File: config.mk
export PLATFORM = sky130hd
export DESIGN_NAME = ddf_mode_ctrl
export DESIGN_NICKNAME = d
export VERILOG_FILES = /design/src/rtl/ddf_mode_pkg.sv /design/src/rtl/ddf_rst_sync.sv /design/src/rtl/ddf_wr_decode.sv /design/src/rtl/ddf_front_regs.sv /design/src/rtl/ddf_fir_mode.sv /design/src/rtl/ddf_mode_ctrl.sv
export SDC_FILE = /design/constraint.sdc
export NUM_CORES = 1
export LEC_CHECK = 0
export BUFFER_PORTS_ARGS = -buffer_cell sky130_fd_sc_hd__clkbuf_2
export CORE_AREA = 3 3 58 60
export DETAILED_ROUTE_END_ITERATION = 10
export DIE_AREA = 0 0 61 63
export PLACE_DENSITY_LB_ADDON = 0.2
export SKIP_CTS_REPAIR_TIMING = 1
export SYNTH_ARGS = -nofsm -noshare
export SYNTH_HDL_FRONTEND = slang
export SYNTH_SLANG_ARGS = --single-unit
File: constraint.sdc
create_clock -name clk -period 0.9 [get_ports clk]
set_input_delay 0.135 -clock clk [delete_from_list [all_inputs] [get_ports clk]]
set_output_delay 0.135 -clock clk [all_outputs]
set_load 0.02 [all_outputs]
File: src/rtl/ddf_mode_pkg.sv
package ddf_mode_pkg;
  parameter int RATE_W     = 10;
  parameter int STG_W      = 3;
  parameter int GROW_W     = 6;
  parameter int NUM_START  = 2;
  parameter int BYP_GROWTH = 50;

  localparam int BYP_BIT = RATE_W;
  localparam int CFG_W   = BYP_BIT + 1;
  localparam int STG_LSB = 0;
  localparam int GRW_LSB = STG_LSB + STG_W;
  localparam int DIS_BIT = 0;
  localparam int CLA_BIT = 1;

  typedef enum logic [1:0] {
    SEL_NONE   = 2'b00,
    SEL_FIR    = 2'b01,
    SEL_FRONT1 = 2'b10,
    SEL_FRONT2 = 2'b11
  } reg_sel_e;

  typedef struct packed {
    logic fir;
    logic front1;
    logic front2;
  } wr_strobe_t;
endpackage

File: src/rtl/ddf_rst_sync.sv
module ddf_rst_sync #(
  parameter int STAGES = 2
) (
  input  logic clk,
  input  logic rst_n,
  output logic rst_sync_n
);
  logic [STAGES-1:0] chain_q;
  logic [STAGES-1:0] chain_d;

  always_comb begin
    chain_d = {chain_q[STAGES-2:0], 1'b1};
  end

  always_ff @(posedge clk or negedge rst_n) begin
    if (!rst_n) chain_q <= '0;
    else        chain_q <= chain_d;
  end

  assign rst_sync_n = chain_q[STAGES-1];
endmodule

File: src/rtl/ddf_wr_decode.sv
module ddf_wr_decode
  import ddf_mode_pkg::*;
(
  input  logic       wr_en,
  input  logic [1:0] wr_sel,
  output wr_strobe_t strobe
);
  always_comb begin
    strobe = '0;
    if (wr_en) begin
      unique case (reg_sel_e'(wr_sel))
        SEL_FIR:    strobe.fir    = 1'b1;
        SEL_FRONT1: strobe.front1 = 1'b1;
        SEL_FRONT2: strobe.front2 = 1'b1;
        default:    strobe        = '0;
      endcase
    end
  end
endmodule

File: src/rtl/ddf_front_regs.sv
module ddf_front_regs
  import ddf_mode_pkg::*;
(
  input  logic              clk,
  input  logic              rst_n,
  input  logic              wr_front1,
  input  logic              wr_front2,
  input  logic [RATE_W-1:0] rate_in,
  input  logic              byp_in,
  input  logic [STG_W-1:0]  stg_in,
  input  logic [GROW_W-1:0] grow_in,
  output logic [RATE_W-1:0] eff_rate,
  output logic [STG_W-1:0]  eff_stages,
  output logic [GROW_W-1:0] eff_growth,
  output logic              bypass,
  output logic              stale
);
  localparam logic [GROW_W-1:0] GROW_FIXED = GROW_W'(BYP_GROWTH);

  logic [RATE_W-1:0] rate_q, rate_d;
  logic [STG_W-1:0]  stg_q,  stg_d;
  logic [GROW_W-1:0] grow_q, grow_d;
  logic              byp_q,  byp_d;
  logic              stale_q, stale_d;

  always_comb begin
    rate_d  = rate_q;
    byp_d   = byp_q;
    stg_d   = stg_q;
    grow_d  = grow_q;
    stale_d = stale_q;
    if (wr_front1) begin
      rate_d = rate_in;
      byp_d  = byp_in;
      if (byp_in) stale_d = 1'b1;
    end
    if (wr_front2) begin
      stg_d  = stg_in;
      grow_d = grow_in;
      if (!byp_q) stale_d = 1'b0;
    end
  end

  always_ff @(posedge clk or negedge rst_n) begin
    if (!rst_n) begin
      rate_q  <= '0;
      byp_q   <= 1'b0;
      stg_q   <= '0;
      grow_q  <= '0;
      stale_q <= 1'b0;
    end else begin
      rate_q  <= rate_d;
      byp_q   <= byp_d;
      stg_q   <= stg_d;
      grow_q  <= grow_d;
      stale_q <= stale_d;
    end
  end

  always_comb begin
    if (byp_q) begin
      eff_rate   = '0;
      eff_stages = '0;
      eff_growth = GROW_FIXED;
    end else begin
      eff_rate   = rate_q;
      eff_stages = stg_q;
      eff_growth = grow_q;
    end
  end

  assign bypass = byp_q;
  assign stale  = stale_q;
endmodule

File: src/rtl/ddf_fir_mode.sv
module ddf_fir_mode
  import ddf_mode_pkg::*;
(
  input  logic                 clk,
  input  logic                 rst_n,
  input  logic                 wr_fir,
  input  logic                 dis_in,
  input  logic                 cla_in,
  input  logic [NUM_START-1:0] start_in,
  input  logic                 rdy_in,
  output logic                 disable_o,
  output logic                 abort_o,
  output logic                 acc_zero_o,
  output logic                 rdy_out
);
  logic dis_q, dis_d;
  logic cla_q, cla_d;
  logic abt_q, abt_d;
  logic any_start;

  always_comb begin
    any_start = |start_in;
    dis_d = dis_q;
    cla_d = cla_q;
    if (wr_fir) begin
      dis_d = dis_in;
      cla_d = cla_in;
    end
    if (any_start) dis_d = 1'b0;
    abt_d = dis_d & ~dis_q;
  end

  always_ff @(posedge clk or negedge rst_n) begin
    if (!rst_n) begin
      dis_q <= 1'b0;
      cla_q <= 1'b0;
      abt_q <= 1'b0;
    end else begin
      dis_q <= dis_d;
      cla_q <= cla_d;
      abt_q <= abt_d;
    end
  end

  assign disable_o  = dis_q;
  assign abort_o    = abt_q;
  assign acc_zero_o = cla_q;
  assign rdy_out    = rdy_in & ~cla_q;
endmodule

File: src/rtl/ddf_mode_ctrl.sv
module ddf_mode_ctrl
  import ddf_mode_pkg::*;
(
  input  logic                 clk,
  input  logic                 rst_n,
  input  logic                 wr_en,
  input  logic [1:0]           wr_sel,
  input  logic [CFG_W-1:0]     wr_data,
  input  logic [NUM_START-1:0] start_in,
  input  logic                 data_rdy_in,
  output logic [RATE_W-1:0]    eff_rate,
  output logic [STG_W-1:0]     eff_stages,
  output logic [GROW_W-1:0]    eff_growth,
  output logic                 front_bypass,
  output logic                 front_stale,
  output logic                 fir_disable,
  output logic                 fir_abort,
  output logic                 acc_fb_zero,
  output logic                 data_rdy_out
);
  logic       rst_core_n;
  wr_strobe_t strobe;

  ddf_rst_sync #(.STAGES(2)) u_rst (
    .clk        (clk),
    .rst_n      (rst_n),
    .rst_sync_n (rst_core_n)
  );

  ddf_wr_decode u_dec (
    .wr_en  (wr_en),
    .wr_sel (wr_sel),
    .strobe (strobe)
  );

  ddf_front_regs u_front (
    .clk        (clk),
    .rst_n      (rst_core_n),
    .wr_front1  (strobe.front1),
    .wr_front2  (strobe.front2),
    .rate_in    (wr_data[RATE_W-1:0]),
    .byp_in     (wr_data[BYP_BIT]),
    .stg_in     (wr_data[STG_LSB +: STG_W]),
    .grow_in    (wr_data[GRW_LSB +: GROW_W]),
    .eff_rate   (eff_rate),
    .eff_stages (eff_stages),
    .eff_growth (eff_growth),
    .bypass     (front_bypass),
    .stale      (front_stale)
  );

  ddf_fir_mode u_fir (
    .clk        (clk),
    .rst_n      (rst_core_n),
    .wr_fir     (strobe.fir),
    .dis_in     (wr_data[DIS_BIT]),
    .cla_in     (wr_data[CLA_BIT]),
    .start_in   (start_in),
    .rdy_in     (data_rdy_in),
    .disable_o  (fir_disable),
    .abort_o    (fir_abort),
    .acc_zero_o (acc_fb_zero),
    .rdy_out    (data_rdy_out)
  );
endmodule

======== Word level (Yosys, flattened, before mapping) ========
Index checks and enable logic that the tools add are counted.
cells by class
  equal/unequal tests ..................... 3
  multiplexer cells ....................... 13
  bitwise logic cells ..................... 4
  reduce and logical (&&, ||, !) cells .... 1
operators with widths
  operator            count
  $mux 10             1
  $mux 1              9
  $mux 3              2
  $mux 6              1
  $eq 2x2->1 const B  2
  $and 1x1->1         2
  $eq 2x1->1 const B  1
  $not 1->1           2
  $reduce_or 2->1     1
word-level totals
  flip-flop bits (word level) ............. 26
  output and inout bits ................... 25

======== Logic depth before layout (Yosys ltp) ========
Gate-level depths: netlist of run 1.
  word-level depth ........................ 6
  depth in mapped cells ................... 3

======== Modules after synthesis ========
From an unflattened synthesis of run 1, not the netlist that was laid out.
second synthesis, totals
  cell total of the unflattened synthesis .. 83
  area, all modules ....................... 1138.6 um^2
by module, submodules not included
  module          times used  cells an instance  area an instance (um^2)
  ddf_front_regs  1           68                 938.4
  ddf_fir_mode    1           9                  121.4
  ddf_rst_sync    1           3                  53.8
  ddf_wr_decode   1           3                  25.0

======== Worst setup path after synthesis of run 1 ========
No wires, ideal clock.
  path type ............................... register -> output
  from .................................... register u_front.byp_q (netlist: u_front.bypass)
  to ...................................... output eff_growth[1]
  data arrival time ....................... 1.024 ns
  data required time ...................... 0.765 ns
  path slack .............................. -0.259 ns
  cell stages (with the launch flop) ...... 3
  buffers on the path ..................... 1
  cell sequence ........................... dfrtp_1 -> clkbuf_1 -> or2_2
on the way
  longest elaborated chain between the ends .. 1
ends and longest elaborated chain
  element                   line                  RTL
  start: declaration        ddf_front_regs.sv:23  logic byp_q, byp_d;
  start signal: assignment  ddf_front_regs.sv:53  byp_q <= byp_d;
  $mux 6                    ddf_front_regs.sv:61  if (byp_q) begin
  end: declaration          ddf_mode_ctrl.sv:13   output logic [GROW_W-1:0] eff_growth,
No other way between the ends.

======== Final worst setup path of run 1 ========
  from .................................... register u_front.byp_q (netlist: u_front.bypass)
  to ...................................... output eff_rate[2]
on the way
  longest elaborated chain between the ends .. 1
ends and longest elaborated chain
  element           line                  RTL
  $mux 10           ddf_front_regs.sv:61
  end: declaration  ddf_mode_ctrl.sv:11   output logic [RATE_W-1:0] eff_rate,
No other way between the ends.

==> metrics.md, run 1 <==
| Metric | Value |
|---|---|
| Critical Path Slowest Stage Cell | `dfrtp_2` |
| Status | `finished with violations` |
| Mux share of post-synthesis cell area | `23.4%` |
| Largest net degree at the start of global routing | `19` |
| Core Region | `2980 µm²` |
| Initial Util | `38.7%` |
| Initial antenna violation count | `0` |
| Area grow syn2layout | `63.1%` |
| RSZ-0062 raised after global routing | `true` |
| Worst R2R Path Depth | `2` |
| Syn Nets | `100` |
| Slew Limit Fails | `0` |
| RD Place Congestion | `0.643` |
| CTS tree | `yes` |
| Ratio of cells with drive above 1 in the final layout | `78.0%` |
| Post-Synth Adder-Cell Area | `0%` |
| DPL Wire Length | `1840 µm` |
| Synth top area share | `56.4%` |
| Wire per inst | `14.4 µm` |
| Hold Crit Class | `in2reg` |
| Largest family of logic cells by synthesized area | `multiplexers` |
| Worst Path Class, Setup | `reg2out` |
| Row count | `20` |
| Post-synth EDFFs | `0` |
| Ys Warns | `0` |
| IO Count | `44` |
| Cell mode on critical path | `buf_12` |
| Remaining antenna violation count | `0` |
| Clock-pin slew on the worst setup and hold paths | `0.13 ns` |
| Finished Layout Cells | `174` |
| Period utilization | `158%` |
| Root Driver | `clkbuf_4` |
| Highest clock rate | `703 MHz` |
| Vias in the first global route | `878` |
| Sequential share of the synthesized area | `56.4%` |
| Netlist Area Pre-Place | `1150 µm²` |
| Most used DFF post-synth | `dfrtp_1` |
| Total Routing Usage GR | `13.2%` |
| IO buf count | `43` |
| Failing checks | `negative setup slack` |
| Pwr dens | `1930 nW/µm²` |
| Most common cell in the synthesized netlist | `dfrtp_1` |
| DRT iter0 DRCs | `7` |
| Hold_ws | `0.0567 ns` |
| Asr flop ratio synth | `100%` |
| Synth Area in XOR/XNOR | `0%` |
| CP max stage delay | `0.47 ns` |
| Diodes inserted | `0` |
| Drt pass-1 iters | `2` |
| Inserted Clock Buffers | `3` |
| Final Hold Fails | `0` |
| Synth Area in Compound Gates | `1.52%` |
| Setup WS post-layout | `-0.522 ns` |
| Critical Path AT | `1.29 ns` |
| Die area | `3840 µm²` |
| Worst skew pair latency | `0.30 ns` |
| Worst setup SP type | `flop` |
| Post-synth top area cell | `dfrtp_1` |
| DR vias/cell | `4.81` |
| Clock Sinks | `26` |
| First-pass GRT wire length | `3860 µm` |
| Netlist cell types | `17` |
| Worst ir drop on vdd | `0.000916 V` |
| Synth cell count leaders | `dfrtp_1, nor2b_1, mux2_2, mux2_4, or2_2` |
| Die Wd | `61 µm` |
| DP Cell Count | `165` |
| Dominant cells by area after synthesis | `dfrtp_1, mux2_4, mux2_2, nor2b_1, or2_2` |
| Crit-path max FO | `7` |
| # DRC | `0` |
| Via count | `837` |
| Count of final setup violators | `28` |
| Max_cap viols | `0` |
| P_leak | `0.000952 µW` |
| Critical Path Sink Type | `output port` |
| Buffer depth of the longest clock path | `2` |
| Fin area | `1880 µm²` |
| Synth Instances | `81` |
| Post-layout minimum cycle time | `1.42 ns` |
| Simple-Gate Fraction of Synth Area | `16.7%` |
| DP Area | `1600 µm²` |
| Max H-tree Level | `1` |
| Post-synthesis sequential element count | `26` |
| Pre-CTS setup slack | `-0.184 ns` |
| Final #Nets | `162` |
| Post-Syn Area per Cell | `14.2 µm²` |
| Die Ht | `63 µm` |
| Hold Crit Depth | `2` |
| Final wirelength | `2500 µm` |
| Worst-path cell chain | `buf_12 > buf_12 > nor2b_4 > buf_6` |
| Worst path required time | `0.76 ns` |
| GR Overflow Total | `0` |
| Setup Skew | `0.00183 ns` |
-- metrics by stage --
step	util [%]	setup TNS (ns)	power, µW
global route	63.2	-11.90	3830
detailed placement	53.7	-4.72	2750
global placement	53.7	-4.43	2720
finish	63.2	-10.42	3630
floorplan	-	-1.83	2350
CTS	54.5	-10.90	3230
-- where the power goes --
part | internal (µW) | leakage (µW) | switching [µW]
sequential | 1360 | 0.000310 | 121
clock | 156 | 0.0000138 | 305
combinational | 1010 | 0.000629 | 668
total | 2530 | 0.000952 | 1090
-- cell usage in the layout, fill, tap and decap left out --
master and n:
buf_6 28, dfrtp_1 24, clkbuf_2 18, nor2b_4 15, mux2_2 12, buf_4 10, mux2_4 9, or2_4 3
clkbuf_4 3, buf_12 3, nor2b_2 2, dfrtp_2 2, nor3b_2 1, nor3b_1 1, and3b_2 1, nor2_1 1
and4b_1 1, nand3_2 1, and4b_2 1, o22a_1 1, nand3b_1 1, a21o_2 1, dlygate4sd3_1 1, conb_1 1
-- metal layers --
metal	part of all wire, %	wire [µm]	global-route usage, %
met1	41	1020	16.7
met2	54	1350	22.7
met3	4.7	117	2.48
met4	0.36	9	3.25
met5	0	0	0
-- logic make-up (layout without fill, tap and decap cells) --
logic type | after synthesis | in the layout
multiplexers | 21 | 21
AND/OR/NAND/NOR | 28 | 28
flip-flops | 26 | 26
AO/OA/AOI/OAI | 2 | 2
other | 1 | 1
buffers and inverters | 3 | 63
-- flip-flops by register name (all words and copies together) (netlist names) --
register          cells
u_fir.abort_o         1
u_fir.acc_zero_o      1
u_fir.disable_o       1
u_front.bypass        1
u_front.grow_q        6
u_front.rate_q       10
u_front.stale         1
u_front.stg_q         3
u_rst.chain_q         2
-- cell type report --
type	instances	area (µm²)
clock buffer	3	22.5
fill	243	1100
multi-input combinational	52	614
sequential	26	653
tap	33	41.3
timing repair buffer	60	551
-- critical path, delay by kind of cell (launching register included) --
kind	cells	cell delay, ns
AND/OR/NAND/NOR	1	0.11
flip-flops	1	0.47
buffers and inverters	3	0.40
-- worst paths after layout --
check                                       from                 to  slack, ns
worst max-delay path              u_front.bypass        eff_rate[2]      -0.52
worst min-delay path                  wr_data[9]  u_front.rate_q[9]       0.06
worst max register to register    u_front.bypass      u_front.stale      -0.04
worst min register to register  u_rst.chain_q[1]  u_front.grow_q[1]       0.17
max in group asynchronous       u_rst.chain_q[1]    u_fir.disable_o       0.45
min in group asynchronous                  rst_n   u_rst.chain_q[1]       0.13
Power figures use the tool's default switching activity.
==> run 2, diff against run 1 <==
--- a/config.mk
+++ b/config.mk
@@ -9,6 +9,7 @@
 export CORE_AREA = 3 3 58 60
 export DETAILED_ROUTE_END_ITERATION = 10
 export DIE_AREA = 0 0 61 63
+export MAX_ROUTING_LAYER = met4
 export PLACE_DENSITY_LB_ADDON = 0.2
 export SKIP_CTS_REPAIR_TIMING = 1
 export SYNTH_ARGS = -nofsm -noshare
==> run 2 against run 1 <==
Against the previous run: routed wire length about the same; critical path type unchanged; largest cell class unchanged; global-route usage is 0.35 points higher; the flow still finishes with violations (negative setup slack); total power up 0.22%; final area did not move.
==> metrics.md, run 2 (synthesized netlist as in run 1, its figures left out) <==
| Metric | Value |
|---|---|
| Status | `finished with violations` |
| Failing checks | `negative setup slack` |
| Worst path required time | `0.76 ns` |
| Pwr Total | `3630 µW` |
| Die area | `3840 µm²` |
| Area grow syn2layout | `63.1%` |
| Clock power frac | `12.9%` |
| Slew Limit Fails | `0` |
| Commonest cells after routing, fill and taps aside | `buf_6, dfrtp_1, clkbuf_2, nor2b_4, mux2_2` |
| Largest net degree at the start of global routing | `19` |
| Cell mode on critical path | `buf_12` |
| Largest registers | `u_front.rate_q x10, u_front.grow_q x6, u_front.stg_q x3` |
| DPL Wire Length | `1840 µm` |
| Die Wd | `61 µm` |
| # DRC | `0` |
| Int Pwr | `2530 µW` |
| Worst Path Buf+Inv | `3` |
| Clock Sinks | `26` |
| Final Hold Fails | `0` |
| Crit-path max FO | `7` |
| Delay-heaviest family, CP | `flip-flops` |
| Comb power frac | `46.3%` |
| Reg-to-reg endpoint | `u_front.stale` |
| GR Overflow Total | `0` |
| CP max stage delay | `0.47 ns` |
| Initial antenna violation count | `0` |
| Final wirelength | `2500 µm` |
| GRT busiest layer | `met2` |
| Max H-tree Level | `1` |
| DRT iter0 DRCs | `7` |
| Worst Path Class, Setup | `reg2out` |
| Critical Path Sink Type | `output port` |
| Ratio of cells with drive above 1 in the final layout | `78.0%` |
| IO Count | `44` |
| Hold_ws | `0.0514 ns` |
| Most common cell after layout, fill and taps aside | `buf_6` |
| Final setup TNS | `-10.44 ns` |
| DP Area | `1600 µm²` |
| Fillcell total | `243` |
| Final #Nets | `162` |
| Final Core Density | `63.2%` |
| Pwr dens | `1930 nW/µm²` |
| Met3 Use GR | `2.48%` |
| Vias in the first global route | `878` |
| Max reg flops | `10` |
| Switching Share | `30.3%` |
| First-pass GRT wire length | `3860 µm` |
| RD Place Congestion | `0.649` |
| Sw power | `1100 µW` |
| Worst R2R Setup Slack | `-0.04 ns` |
| Buffer depth of the longest clock path | `2` |
| P_leak | `0.000952 µW` |
| Period utilization | `158%` |
| IO buf count | `43` |
| Post-layout minimum cycle time | `1.42 ns` |
| Critical Path Slowest Stage Cell | `dfrtp_2` |
| Worst-path cell chain | `buf_12 > buf_12 > nor2b_4 > buf_6` |
| Clock-pin slew on the worst setup and hold paths | `0.13 ns` |
| DR vias/cell | `4.82` |
| Die Ht | `63 µm` |
| Setup WS post-layout | `-0.520 ns` |
| Count of final setup violators | `28` |
| Met2 Track Usage GR | `22.7%` |
| Worst ir drop on vdd | `0.000916 V` |
| Hold Crit Depth | `2` |
| Critical Path AT | `1.28 ns` |
| Worst skew pair latency | `0.30 ns` |
| Wire per inst | `14.3 µm` |
| RSZ-0062 raised after global routing | `true` |
| Worst R2R Path Depth | `2` |
| Source of the worst register-to-register timing path | `u_front.bypass` |
| Most flop-heavy register | `u_front.rate_q` |
| Setup Skew | `0.00364 ns` |
| Via count | `839` |
| Remaining antenna violation count | `0` |
| Drt pass-1 iters | `3` |
| HP Start | `wr_data[9]` |
| Diodes inserted | `0` |
| Max_cap viols | `0` |
| Seq pwr share | `40.8%` |
| Hold Crit Class | `in2reg` |
| Core Region | `2980 µm²` |
| Initial Util | `38.7%` |
| Grt met1 use | `16.7%` |
| Total Routing Usage GR | `13.6%` |
| Row count | `20` |
| Fin area | `1880 µm²` |
| Highest clock rate | `704 MHz` |
| CTS tree | `yes` |
| Inserted Clock Buffers | `3` |
| Root Driver | `clkbuf_4` |
| Worst setup SP type | `flop` |
| Min-Delay Endpoint | `u_front.rate_q[9]` |
==> run 2: metal layers <==
metal  vias up  share of wire, %
met2        25                54
met1       418                41
met5         -                 0
met3         2               4.8
li1        394                 -
met4         0              0.52
==> run 2: area by class of cell <==
type	count	area, µm²	share of cell area (%)
well taps	33	41.3	2.19
multi-input cells	52	614	32.6
flip-flops and latches	26	653	34.7
repair buffers	60	551	29.3
clock buffers	3	22.5	1.20
==> run 2: worst register-to-register path, stage by stage, from the launching register on <==
cell and delay, ns:
dfrtp_2 0.47, buf_4 0.17, o22a_1 0.20
==> run 2: through the flow <==
step | setup WS [ns] | std cells
floorplan | -0.119 | 81
global placement | -0.159 | 165
detailed placement | -0.184 | 165
CTS | -0.555 | 168
global route | -0.586 | 174
finish | -0.520 | 174
==> run 2: worst max path at each step <==
stage / startpoint / endpoint / depth (start not counted)
detailed placement: u_front.bypass / eff_stages[0] / 3
finish: u_front.bypass / eff_rate[2] / 4
global placement: u_front.bypass / eff_rate[2] / 3
global route: u_front.bypass / eff_rate[2] / 4
floorplan: u_front.bypass / eff_growth[1] / 2
CTS: u_front.bypass / eff_stages[0] / 3
==> run 2: power groups by stage <==
stage / clock, µW / combinational [µW] / sequential (µW)
after floorplan: 0 / 840 / 1510
after global routing: 539 / 1780 / 1510
after global placement: 0 / 1230 / 1500
after CTS: 495 / 1250 / 1490
final: 469 / 1680 / 1480
after detailed placement: 0 / 1250 / 1510
==> run 3, diff against run 2 <==
==> constraint.sdc (replaced) <==
create_clock -name clk -period 1.77 [get_ports clk]
set_input_delay 0.2655 -clock clk [delete_from_list [all_inputs] [get_ports clk]]
set_output_delay 0.2655 -clock clk [all_outputs]
set_load 0.02 [all_outputs]
==> run 3 against run 2 <==
Against the previous run: the flow now finishes without violations; cell count is 7.5% lower; sequential cell count unchanged; setup slack better by 0.64 ns; critical endpoint is now eff_growth[4].
==> metrics.md, run 3 (synthesized netlist as in run 1, its figures left out) <==
| Metric | Value |
|---|---|
| Status | `completed` |
| P_leak | `0.000752 µW` |
| Worst-path cell chain | `or2_2 > clkbuf_2` |
| Met3 Use GR | `2.48%` |
| Critical Path Sink Type | `output port` |
| Root Driver | `clkbuf_4` |
| Pre-CTS setup slack | `0.318 ns` |
| Initial antenna violation count | `0` |
| Inserted Clock Buffers | `3` |
| HP Start | `wr_data[9]` |
| Worst path required time | `1.50 ns` |
| Largest net degree at the start of global routing | `25` |
| Worst setup SP type | `flop` |
| Fin area | `1450 µm²` |
| DR vias/cell | `4.81` |
| Worst R2R Setup Slack | `0.85 ns` |
| First-pass GRT wire length | `3650 µm` |
| CP max stage delay | `0.57 ns` |
| Worst skew pair latency | `0.31 ns` |
| Post-layout minimum cycle time | `1.65 ns` |
| Pwr dens | `1050 nW/µm²` |
| # DRC | `0` |
| Setup WS post-layout | `0.120 ns` |
| Core Region | `2980 µm²` |
| IO Count | `44` |
| CP Launch Point | `u_front.bypass` |
| Highest clock rate | `606 MHz` |
| Worst Path Class, Setup | `reg2out` |
| Critical Path Slowest Stage Cell | `dfrtp_2` |
| Hold Crit Class | `in2reg` |
| Final Hold Fails | `0` |
| Critical Path AT | `1.38 ns` |
| Row count | `20` |
| Max H-tree Level | `1` |
| Setup Skew | `0.00879 ns` |
| Die area | `3840 µm²` |
| DP Area | `1410 µm²` |
| RD Place Congestion | `0.700` |
| Via count | `775` |
| Period utilization | `93.2%` |
| DPL Wire Length | `1580 µm` |
| Total Routing Usage GR | `12.8%` |
| Max reg flops | `10` |
| RSZ-0062 raised after global routing | `false` |
| Diodes inserted | `0` |
| Vias in the first global route | `758` |
| Buffer depth of the longest clock path | `2` |
| Met2 Track Usage GR | `19.7%` |
| Area grow syn2layout | `26.0%` |
| Count of final setup violators | `0` |
| Largest registers | `u_front.rate_q x10, u_front.grow_q x6, u_front.stg_q x3` |
| Hold_ws | `0.179 ns` |
| DRT iter0 DRCs | `38` |
| Wire per inst | `13.3 µm` |
| Slew Limit Fails | `0` |
| Worst ir drop on vdd | `0.000510 V` |
| Commonest cells after routing, fill and taps aside | `clkbuf_2, dfrtp_1, nor2b_1, mux2_2, mux2_4` |
| Die Ht | `63 µm` |
| Final setup TNS | `0 ns` |
| Remaining antenna violation count | `0` |
| Grt met1 use | `16.8%` |
| Drt pass-1 iters | `2` |
| Final wirelength | `2150 µm` |
| Final #Nets | `148` |
| Pwr Total | `1530 µW` |
| Clock-pin slew on the worst setup and hold paths | `0.14 ns` |
| Initial Util | `38.7%` |
| GRT busiest layer | `met2` |
| CTS tree | `yes` |
| GR Overflow Total | `0` |
| IO buf count | `43` |
| Ratio of cells with drive above 1 in the final layout | `60.9%` |
| Clock Sinks | `26` |
| Most flop-heavy register | `u_front.rate_q` |
| Crit-path max FO | `22` |
| Die Wd | `61 µm` |
| Max_cap viols | `0` |
| Source of the worst register-to-register timing path | `u_front.bypass` |
| Most common cell after layout, fill and taps aside | `clkbuf_2` |
-- run 3: cell types whose count changed in the layout (fill, tap and decap cells not counted), sizes merged --
cell and change:
buf -39, clkbuf +26
-- run 3: routing by layer --
metal,share of wire [%],wire length [µm]
met4,0.89,19
met1,48,1020
met2,47,1000
met3,4.7,101
met5,0,0
-- run 3: final cells by class --
cell class	instances	area [µm²]
clock buffer	4	36.3
fill	275	1520
multi-input combinational	52	484
sequential	26	652
tap	33	41.3
timing repair buffer	46	240
-- run 3: worst paths after layout --
check	cells after the start	end
worst max-delay path	2	eff_growth[4]
min in group asynchronous	1	u_front.stale
max in group asynchronous	1	u_front.bypass
worst min register to register	1	u_front.stale
worst min-delay path	2	u_front.rate_q[9]
worst max register to register	1	u_front.stale
-- run 3: worst max-delay path, delay by kind of cell, from the launching register on --
kind / cells / cell delay [ns]
DFF: 1 / 0.57
and+or+nand+nor: 1 / 0.34
buffers and inverters: 1 / 0.16
-- run 3: where the power goes --
group | leakage [µW] | internal, µW | switching (µW)
registers | 0.000311 | 691 | 63.8
logic | 0.000420 | 228 | 252
clock network | 0.0000210 | 126 | 167
-- run 3: metrics by stage --
| stage | util (%) | instances |
|---|---|---|
| after floorplan | - | 81 |
| after global placement | 47.2 | 156 |
| after detailed placement | 47.2 | 156 |
| after CTS | 48.4 | 160 |
| after global routing | 48.8 | 161 |
| final | 48.8 | 161 |
